[src/rtl/csl_pkg.sv]
package csl_pkg;
   typedef enum logic [1:0] {
      ST_IDLE    = 2'd0,
      ST_REQ     = 2'd1,
      ST_CYCLE   = 2'd2,
      ST_RELEASE = 2'd3
   } csl_state_e;

   function automatic int csl_cnt_w(input int limit);
      return (limit < 2) ? 1 : $clog2(limit + 1);
   endfunction
endpackage

[src/rtl/csl_word_latch.sv]
module csl_word_latch #(
   parameter int ADDR_W    = 15,
   parameter int DATA_W    = 16,
   parameter bit ZERO_IDLE = 1'b1
) (
   input  logic              clk,
   input  logic              rst_n,
   input  logic              load,
   input  logic [ADDR_W-1:0] addr_in,
   input  logic [DATA_W-1:0] data_in,
   input  logic              drive,
   output logic [ADDR_W-1:0] bus_addr,
   output logic [DATA_W-1:0] bus_data
);
   logic [ADDR_W-1:0] addr_q;
   logic [DATA_W-1:0] data_q;

   always_ff @(posedge clk or negedge rst_n) begin
      if (!rst_n) begin
         addr_q <= '0;
         data_q <= '0;
      end else if (load) begin
         addr_q <= addr_in;
         data_q <= data_in;
      end
   end

   generate
      if (ZERO_IDLE) begin : g_zero_idle
         always_comb begin
            bus_addr = drive ? addr_q : '0;
            bus_data = drive ? data_q : '0;
         end
      end else begin : g_hold_idle
         logic unused_drive;
         assign unused_drive = drive;
         always_comb begin
            bus_addr = addr_q;
            bus_data = data_q;
         end
      end
   endgenerate

   p_bus_hold_r3: assert property (@(posedge clk) disable iff (!rst_n)
      (drive && $past(drive) && !load) |-> ($stable(bus_addr) && $stable(bus_data)));
endmodule

[src/rtl/csl_cycle_timer.sv]
module csl_cycle_timer #(
   parameter int CYCLE_CLKS = 450,
   parameter int GATE_OFS   = 150,
   parameter int GATE_LEN   = 200
) (
   input  logic clk,
   input  logic rst_n,
   input  logic run,
   output logic gate_win,
   output logic last
);
   localparam int CW = csl_pkg::csl_cnt_w(CYCLE_CLKS);
   localparam logic [CW-1:0] OFS_C  = CW'(GATE_OFS);
   localparam logic [CW-1:0] END_C  = CW'(GATE_OFS + GATE_LEN);
   localparam logic [CW-1:0] LAST_C = CW'(CYCLE_CLKS - 1);

   logic [CW-1:0] cnt_q;

   always_ff @(posedge clk or negedge rst_n) begin
      if (!rst_n)
         cnt_q <= '0;
      else if (!run)
         cnt_q <= '0;
      else if (cnt_q != LAST_C)
         cnt_q <= cnt_q + 1'b1;
   end

   always_comb begin
      gate_win = run && (cnt_q >= OFS_C) && (cnt_q < END_C);
      last     = run && (cnt_q == LAST_C);
   end

   // the gate window length, counted independently of the window compare
   logic [CW-1:0] gate_run_q;
   always_ff @(posedge clk or negedge rst_n) begin
      if (!rst_n)
         gate_run_q <= '0;
      else if (gate_win)
         gate_run_q <= gate_run_q + 1'b1;
      else
         gate_run_q <= '0;
   end

   p_gate_len_r4: assert property (@(posedge clk) disable iff (!rst_n)
      gate_win |-> (gate_run_q < CW'(GATE_LEN)));
   p_gate_full_r4: assert property (@(posedge clk) disable iff (!rst_n)
      (!gate_win && (gate_run_q != '0)) |-> (gate_run_q == CW'(GATE_LEN)));
endmodule

[src/rtl/csl_grant_watchdog.sv]
module csl_grant_watchdog #(
   parameter int TIMEOUT = 4096
) (
   input  logic clk,
   input  logic rst_n,
   input  logic arm,
   input  logic grant,
   output logic expire
);
   localparam int WW = csl_pkg::csl_cnt_w(TIMEOUT);
   localparam logic [WW-1:0] LIM_C = WW'(TIMEOUT - 1);

   logic [WW-1:0] wait_q;

   always_ff @(posedge clk or negedge rst_n) begin
      if (!rst_n)
         wait_q <= '0;
      else if (!arm || grant)
         wait_q <= '0;
      else if (wait_q != LIM_C)
         wait_q <= wait_q + 1'b1;
   end

   assign expire = arm && !grant && (wait_q == LIM_C);

   p_expire_arm_r7: assert property (@(posedge clk) disable iff (!rst_n)
      expire |-> $past(arm));
endmodule

[src/rtl/csl_loader.sv]
module csl_loader #(
   parameter int ADDR_W     = 15,
   parameter int DATA_W     = 16,
   parameter int CYCLE_CLKS = 450,
   parameter int GATE_OFS   = 150,
   parameter int GATE_LEN   = 200,
   parameter int TIMEOUT    = 4096,
   parameter bit ZERO_IDLE  = 1'b1
) (
   input  logic              clk,
   input  logic              rst_n,
   input  logic              host_valid,
   output logic              host_ready,
   input  logic [ADDR_W-1:0] host_addr,
   input  logic [DATA_W-1:0] host_data,
   input  logic              cpu_halted,
   output logic              steal_req,
   input  logic              steal_grant,
   output logic              bus_drive,
   output logic [ADDR_W-1:0] bus_addr,
   output logic [DATA_W-1:0] bus_data,
   output logic              wr_gate,
   output logic              xfer_done,
   output logic              grant_err
);
   import csl_pkg::*;

   generate
      if (ADDR_W < 1 || DATA_W < 1) begin : g_bad_width
         $error("csl_loader: bus widths must be positive");
      end
      if (GATE_LEN < 1) begin : g_bad_gate
         $error("csl_loader: gate width must be at least one clock");
      end
      if (GATE_OFS + GATE_LEN > CYCLE_CLKS) begin : g_bad_window
         $error("csl_loader: gate window exceeds driven cycle");
      end
      if (TIMEOUT < 1) begin : g_bad_timeout
         $error("csl_loader: timeout must be at least one clock");
      end
   endgenerate

   csl_state_e st_q, st_d;
   logic       accept, gate_win, cyc_last, expire;
   logic       done_q, err_q;

   assign accept = host_valid && host_ready;

   csl_word_latch #(
      .ADDR_W(ADDR_W), .DATA_W(DATA_W), .ZERO_IDLE(ZERO_IDLE)
   ) u_latch (
      .clk(clk), .rst_n(rst_n), .load(accept),
      .addr_in(host_addr), .data_in(host_data),
      .drive(bus_drive), .bus_addr(bus_addr), .bus_data(bus_data)
   );

   csl_cycle_timer #(
      .CYCLE_CLKS(CYCLE_CLKS), .GATE_OFS(GATE_OFS), .GATE_LEN(GATE_LEN)
   ) u_timer (
      .clk(clk), .rst_n(rst_n), .run(st_q == ST_CYCLE),
      .gate_win(gate_win), .last(cyc_last)
   );

   csl_grant_watchdog #(
      .TIMEOUT(TIMEOUT)
   ) u_wdog (
      .clk(clk), .rst_n(rst_n), .arm(st_q == ST_REQ),
      .grant(steal_grant), .expire(expire)
   );

   always_comb begin
      st_d = st_q;
      unique case (st_q)
         ST_IDLE:    if (accept) st_d = ST_REQ;
         ST_REQ:     if (steal_grant) st_d = ST_CYCLE;
                     else if (expire) st_d = ST_IDLE;
         ST_CYCLE:   if (cyc_last || !steal_grant) st_d = ST_RELEASE;
         ST_RELEASE: if (!steal_grant) st_d = ST_IDLE;
         default:    st_d = ST_IDLE;
      endcase
   end

   always_ff @(posedge clk or negedge rst_n) begin
      if (!rst_n) begin
         st_q   <= ST_IDLE;
         done_q <= 1'b0;
         err_q  <= 1'b0;
      end else begin
         st_q   <= st_d;
         done_q <= (st_q == ST_RELEASE) && !steal_grant;
         if (accept)
            err_q <= 1'b0;
         else if (st_q == ST_REQ && !steal_grant && expire)
            err_q <= 1'b1;
      end
   end

   always_comb begin
      host_ready = (st_q == ST_IDLE) && cpu_halted;
      steal_req  = (st_q == ST_REQ) || (st_q == ST_CYCLE);
      bus_drive  = (st_q == ST_CYCLE);
      wr_gate    = gate_win;
      xfer_done  = done_q;
      grant_err  = err_q;
   end

   p_ready_halted_r1: assert property (@(posedge clk) disable iff (!rst_n)
      host_ready |-> cpu_halted);
   p_req_hold_r2: assert property (@(posedge clk) disable iff (!rst_n)
      (steal_req && !bus_drive && !steal_grant && !expire) |=> steal_req);
   p_drive_grant_r3: assert property (@(posedge clk) disable iff (!rst_n)
      $rose(bus_drive) |-> $past(steal_grant));
   p_gate_in_drive_r4: assert property (@(posedge clk) disable iff (!rst_n)
      wr_gate |-> bus_drive);
   p_release_together_r5: assert property (@(posedge clk) disable iff (!rst_n)
      $fell(bus_drive) |-> (!steal_req && !wr_gate));
   p_done_after_grant_r6: assert property (@(posedge clk) disable iff (!rst_n)
      xfer_done |-> ($past(!steal_grant) && !bus_drive));
   p_ready_no_grant_r6: assert property (@(posedge clk) disable iff (!rst_n)
      (bus_drive || $past(bus_drive)) |-> !host_ready);
   p_err_no_req_r7: assert property (@(posedge clk) disable iff (!rst_n)
      $rose(grant_err) |-> !steal_req);
endmodule

[config.mk]
export PLATFORM = sky130hd
export DESIGN_NAME = csl_loader
export DESIGN_NICKNAME = d
export VERILOG_FILES = /design/src/rtl/csl_pkg.sv /design/src/rtl/csl_word_latch.sv /design/src/rtl/csl_cycle_timer.sv /design/src/rtl/csl_grant_watchdog.sv /design/src/rtl/csl_loader.sv
export SDC_FILE = /design/constraint.sdc
export NUM_CORES = 1
export LEC_CHECK = 0
export BUFFER_PORTS_ARGS = -buffer_cell sky130_fd_sc_hd__clkbuf_2
export CAP_MARGIN = 20
export CORE_ASPECT_RATIO = 0.9
export CORE_UTILIZATION = 53
export DETAILED_ROUTE_END_ITERATION = 8
export GPL_TIMING_DRIVEN = 1
export PLACE_DENSITY = 0.8
export RECOVER_POWER = 25
export SYNTH_ARGS = -nofsm -noshare
export SYNTH_HDL_FRONTEND = slang
export SYNTH_SLANG_ARGS = --single-unit
export TNS_END_PERCENT = 100
[constraint.sdc]
create_clock -name clk -period 2.3 [get_ports clk]
set_input_delay 0.115 -clock clk [delete_from_list [all_inputs] [get_ports clk]]
set_output_delay 0.115 -clock clk [all_outputs]
set_load 0.03 [all_outputs]
==> impl_table.tex <==
\begin{tabular}{lr}
\hline
Metric & Value \\
\hline
\multicolumn{2}{l}{\textbf{Status}} \\
\quad Result of the run & finished, final reports clean \\
\multicolumn{2}{l}{\textbf{Yosys}} \\
\quad EDFF count, synth & 0 \\
\quad Post-synthesis cell count & between 200 and 250 \\
\quad Flip-flop and latch count after synthesis & 57 \\
\quad Most frequently used flop master after synthesis & dfrtp\_1 \\
\quad Synth warnings & 0 \\
\quad Synthesized area & 2850 um2 \\
\quad Portion of the post-synthesis area used by sequential elements & 50.1\% \\
\quad Mean Syn Cell Area & roughly 12 um2 \\
\quad Post-synthesis cell type count & 39 \\
\quad Dominant cell type by area after synthesis & dfrtp\_1 \\
\quad Yosys top cell area share & around 50\% \\
\quad Synth top cells by count & dfrtp\_1 (57), and2\_1 (40), mux2\_1 (16) \\
\quad Syn Nets & 285 \\
\quad Ranking of synthesized cells by area & dfrtp\_1 (50\%), and2\_1 (8.8\%), mux2\_1 (6.3\%), mux2\_2 (5.9\%), xnor2\_1 (4.3\%) \\
\quad Async set or reset register ratio after synthesis & 100\% \\
\quad Top-count cell post-synth & dfrtp\_1 \\
\multicolumn{2}{l}{\textbf{STA}} \\
\quad Final setup viols & 0 \\
\quad Hold Vio Cnt, Final & 0 \\
\quad Final-layout setup total negative slack & 0 ps \\
\quad Setup repair after global routing missed its margin & false \\
\quad Max-Slew Margin vs Limit & 1.68\% \\
\quad Max Clock Freq & 509 MHz \\
\quad Skew final & 8.12 ps \\
\quad Final worst-path cycle share & 85.4\% \\
\quad Clock period minus worst slack & slightly below 2000 ps \\
\quad Slack of the critical path & 336 ps \\
\quad Final count of pins violating max slew & 0 \\
\quad Slew of the pin with the lowest slew margin & between 1000 and 1500 ps \\
\multicolumn{2}{l}{\textbf{Pwr}} \\
\quad Areal power density over the cells & 1010 nW/um2 \\
\quad Fraction of power consumed by sequential logic & 38.4\% \\
\quad Switch share & between 30\% and 40\% \\
\quad Switching component of the power & 1.29 mW \\
\quad Logic gate share of total power & 33.9\% \\
\quad Static power due to leakage & approximately 1.8 nW \\
\quad Part of the power in the clock network & 27.7\% \\
\quad Maximum resistive drop on vdd & 0.000855 V \\
\quad Internal power consumption & around 2.5 mW \\
\multicolumn{2}{l}{\textbf{Die}} \\
\quad Overall die width & 79.2 um \\
\quad Die ar. & 5670 um2 \\
\quad Core area & 5010 um2 \\
\quad Core Rows & 24 \\
\quad Initial core utilization & 56.7\% \\
\quad Vert. Die Dim & 71.5 um \\
\quad Io pins & 73 \\
\multicolumn{2}{l}{\textbf{Finish}} \\
\quad Proportion of layout cells with a drive suffix above 1 & around 33\% \\
\quad Diode count & 0 \\
\quad Seq. cell area & 1430 um2 \\
\quad FILL cells & 338 \\
\quad Layout Cells excl Fill & 420 \\
\quad Area added between synthesis and finish & 33.6\% \\
\quad Finished Cell Area & 3800 um2 \\
\quad Final layout net count & $\sim$390 \\
\quad Area of the multi-input gates & approximately 1400 um2 \\
\multicolumn{2}{l}{\textbf{Critical path}} \\
\quad Start of the worst register-to-register path & st\_q[0] \\
\quad Required time of the worst setup path & 2550 ps \\
\quad Critical path origin & st\_q[0] \\
\quad Slowest stage delay, CP & 410 ps \\
\quad Buffers and inverters on the worst path & 2 \\
\quad Crit path max fanout & 12 \\
\quad WS Path Type & reg2reg \\
\quad CP startpoint kind & register \\
\quad Arr. time, crit path & 2220 ps \\
\quad Critical path endpoint category & register \\
\quad Family of cells with the greatest summed delay on the critical path & compound AO/OA/AOI/OAI gates \\
\quad Cells along the critical path & inv\_1 -> ha\_1 -> and2\_1 -> nand2\_1 -> buf\_4 -> a211o\_1 -> a21oi\_1 \\
\quad Critical-path cell with the highest stage delay & dfrtp\_1 \\
\multicolumn{2}{l}{\textbf{Routing}} \\
\quad Initial drt markers & 79 \\
\quad Iteration count of the initial detailed-routing pass & 4 \\
\quad Sum of routed wire length over all layers & 5640 um \\
\quad Routed Antenna Nets & 0 \\
\quad Vias & 2,170 \\
\quad Routed length per instance & 13.4 um \\
\quad Remaining design rule violation count & 0 \\
\quad Vias/cell & 5.17 \\
\multicolumn{2}{l}{\textbf{Global routing}} \\
\quad Wire length of the first global-routing pass & 9820 um \\
\quad Most utilized layer in the global route result & met2 \\
\quad Met3 track demand over resource in global routing & 8.03\% \\
\quad Global-route met1 utilization & approximately 29\% \\
\quad Initial antenna violation count & 0 \\
\quad Total GRT Usage & 23.0\% \\
\quad Overflow after GRT & 0 \\
\quad Met2 GRT Util & 35.8\% \\
\quad Pin count of the biggest net entering global routing & 33 \\
\quad Via count of the first global-routing pass & 2,194 \\
\multicolumn{2}{l}{\textbf{Hold path}} \\
\quad Worst hold-check path type & in2reg \\
\quad Hold Path Origin & host\_data[0] \\
\multicolumn{2}{l}{\textbf{Job}} \\
\quad Count of maximum capacitance violations & 0 \\
\multicolumn{2}{l}{\textbf{CTS}} \\
\quad Post-cts resize count & 0 \\
\quad Sinks on the clock net & between 50 and 60 \\
\quad CTS Buffer Depth & 2 \\
\quad Total CTS buffers & 9 \\
\quad Clock latency on the worst-skew pair & between 300 and 400 ps \\
\quad Clock tree from TritonCTS & built \\
\quad Total number of H-tree levels & 3 \\
\quad Clock slew at reported path FFs & 60 ps \\
\quad Cell at the root of the clock tree & clkbuf\_8 \\
\multicolumn{2}{l}{\textbf{Place}} \\
\quad Place WS & 348 ps \\
\quad Post-detail-place hpwl & 3770 um \\
\quad Area after DPL & about 3300 um2 \\
\quad Placed Instances & 379 \\
\quad Port-buffer cells & 72 \\
\quad Gp weighted congestion & roughly 0.8 \\
\hline
\end{tabular}
-- power groups by stage --
stage                     registers (mW)  clock network, mW  logic, mW
final                               1.47               1.06       1.30
after global routing                1.51               1.12       1.41
after CTS                           1.47               1.08       1.30
after detailed placement            1.48                  0       1.27
after global placement              1.46                  0       1.24
after floorplan                     1.44                  0      0.952
-- cell usage in the layout (no fill, tap or decap), drive strengths merged --
cell | Yosys | routed
o21a | 2 | 2
nand4 | 3 | 3
a31oi | 1 | 1
clkinv | 0 | 2
bufinv | 0 | 2
nor2 | 15 | 15
and2 | 40 | 40
nor3b | 3 | 3
a21oi | 5 | 5
mux2 | 31 | 31
and3 | 3 | 3
clkbuf | 5 | 83
clkinvlp | 0 | 1
xnor2 | 14 | 14
nand2 | 9 | 9
o311a | 1 | 1
nand2b | 2 | 2
nor2b | 3 | 3
nor3 | 2 | 2
a2111oi | 3 | 3
nor4 | 3 | 3
nor4b | 1 | 1
xor2 | 2 | 2
mux2i | 2 | 2
dlygate4sd3 | 0 | 25
a21o | 2 | 2
a211o | 1 | 1
or2 | 1 | 1
buf | 3 | 8
dfrtp | 57 | 57
ha | 7 | 7
o21ai | 3 | 3
nand3 | 10 | 10
nand4bb | 1 | 1
inv | 4 | 4
a211oi | 3 | 3
-- registers in the layout (all words and copies together), names as in the netlist, named ones only --
signal	flops
u_latch.data_q	16
grant_err	1
xfer_done	1
u_wdog.wait_q	13
u_timer.cnt_q	9
st_q	1
u_latch.addr_q	15
-- worst register-to-register path, delay by kind of cell, from the launching register on --
kind	cells	cell delay [ps]
buffers and inverters	2	400
AO/OA/AOI/OAI	2	450
adder cells (fa/ha/maj)	1	280
AND/OR/NAND/NOR	2	350
flip-flops	1	410
-- metal layers --
layer | routed length, um | vias up | share of wire (%)
li1 | - | 1050 | -
met1 | 2590 | 1039 | 46
met2 | 2570 | 69 | 46
met3 | 334 | 12 | 5.9
met4 | 137 | 0 | 2.4
met5 | 0 | - | 0
-- cell type report --
type,count,area share [%]
Clock inverter,5,2.04
Timing Repair Buffer,105,17.9
Multi-Input combinational cell,173,36.0
Clock buffer,11,3.98
Sequential cell,57,37.5
Tap cell,65,2.14
Inverter,4,0.395
-- cell families after synthesis --
logic type / Yosys count / share of synthesized area, %
and+or+nand+nor: 96 / 21.3
DFF: 57 / 50.1
buffers and inverters: 12 / 1.71
AOI/OAI and AO/OA: 21 / 5.85
xor gates and xnor gates: 16 / 4.93
muxes: 33 / 13.0
adders and majority gates: 7 / 3.08
-- final timing paths --
kind / slack, ps / cells past startpoint / end
worst min-delay path: 10 / 2 / u_latch.data_q[0]
max in group asynchronous: 780 / 2 / u_latch.addr_q[3]
min in group asynchronous: 660 / 2 / u_wdog.wait_q[2]
worst max register to register: 340 / 7 / st_q[0]
worst max-delay path: 340 / 7 / st_q[0]
worst min register to register: 480 / 1 / u_latch.addr_q[13]
-- per-stage QoR --
step	utilization, %	hold WS [ps]	power, mW
finish	75.8	10.8	3.82
global route	75.8	1.69	4.04
CTS	75.9	1.48	3.85
detailed placement	66.3	185	2.75
global placement	66.3	185	2.71
floorplan	-	-181	2.39
-- timing repair --
item | 4_1_cts | 5_1_grt
setup endpoints to repair | 0 | 0
endpoints found under the hold margin | 49 | 0
hold buffers | 25 | 0
buffers inserted | 0 | 0
Power figures use the tool's default switching activity.
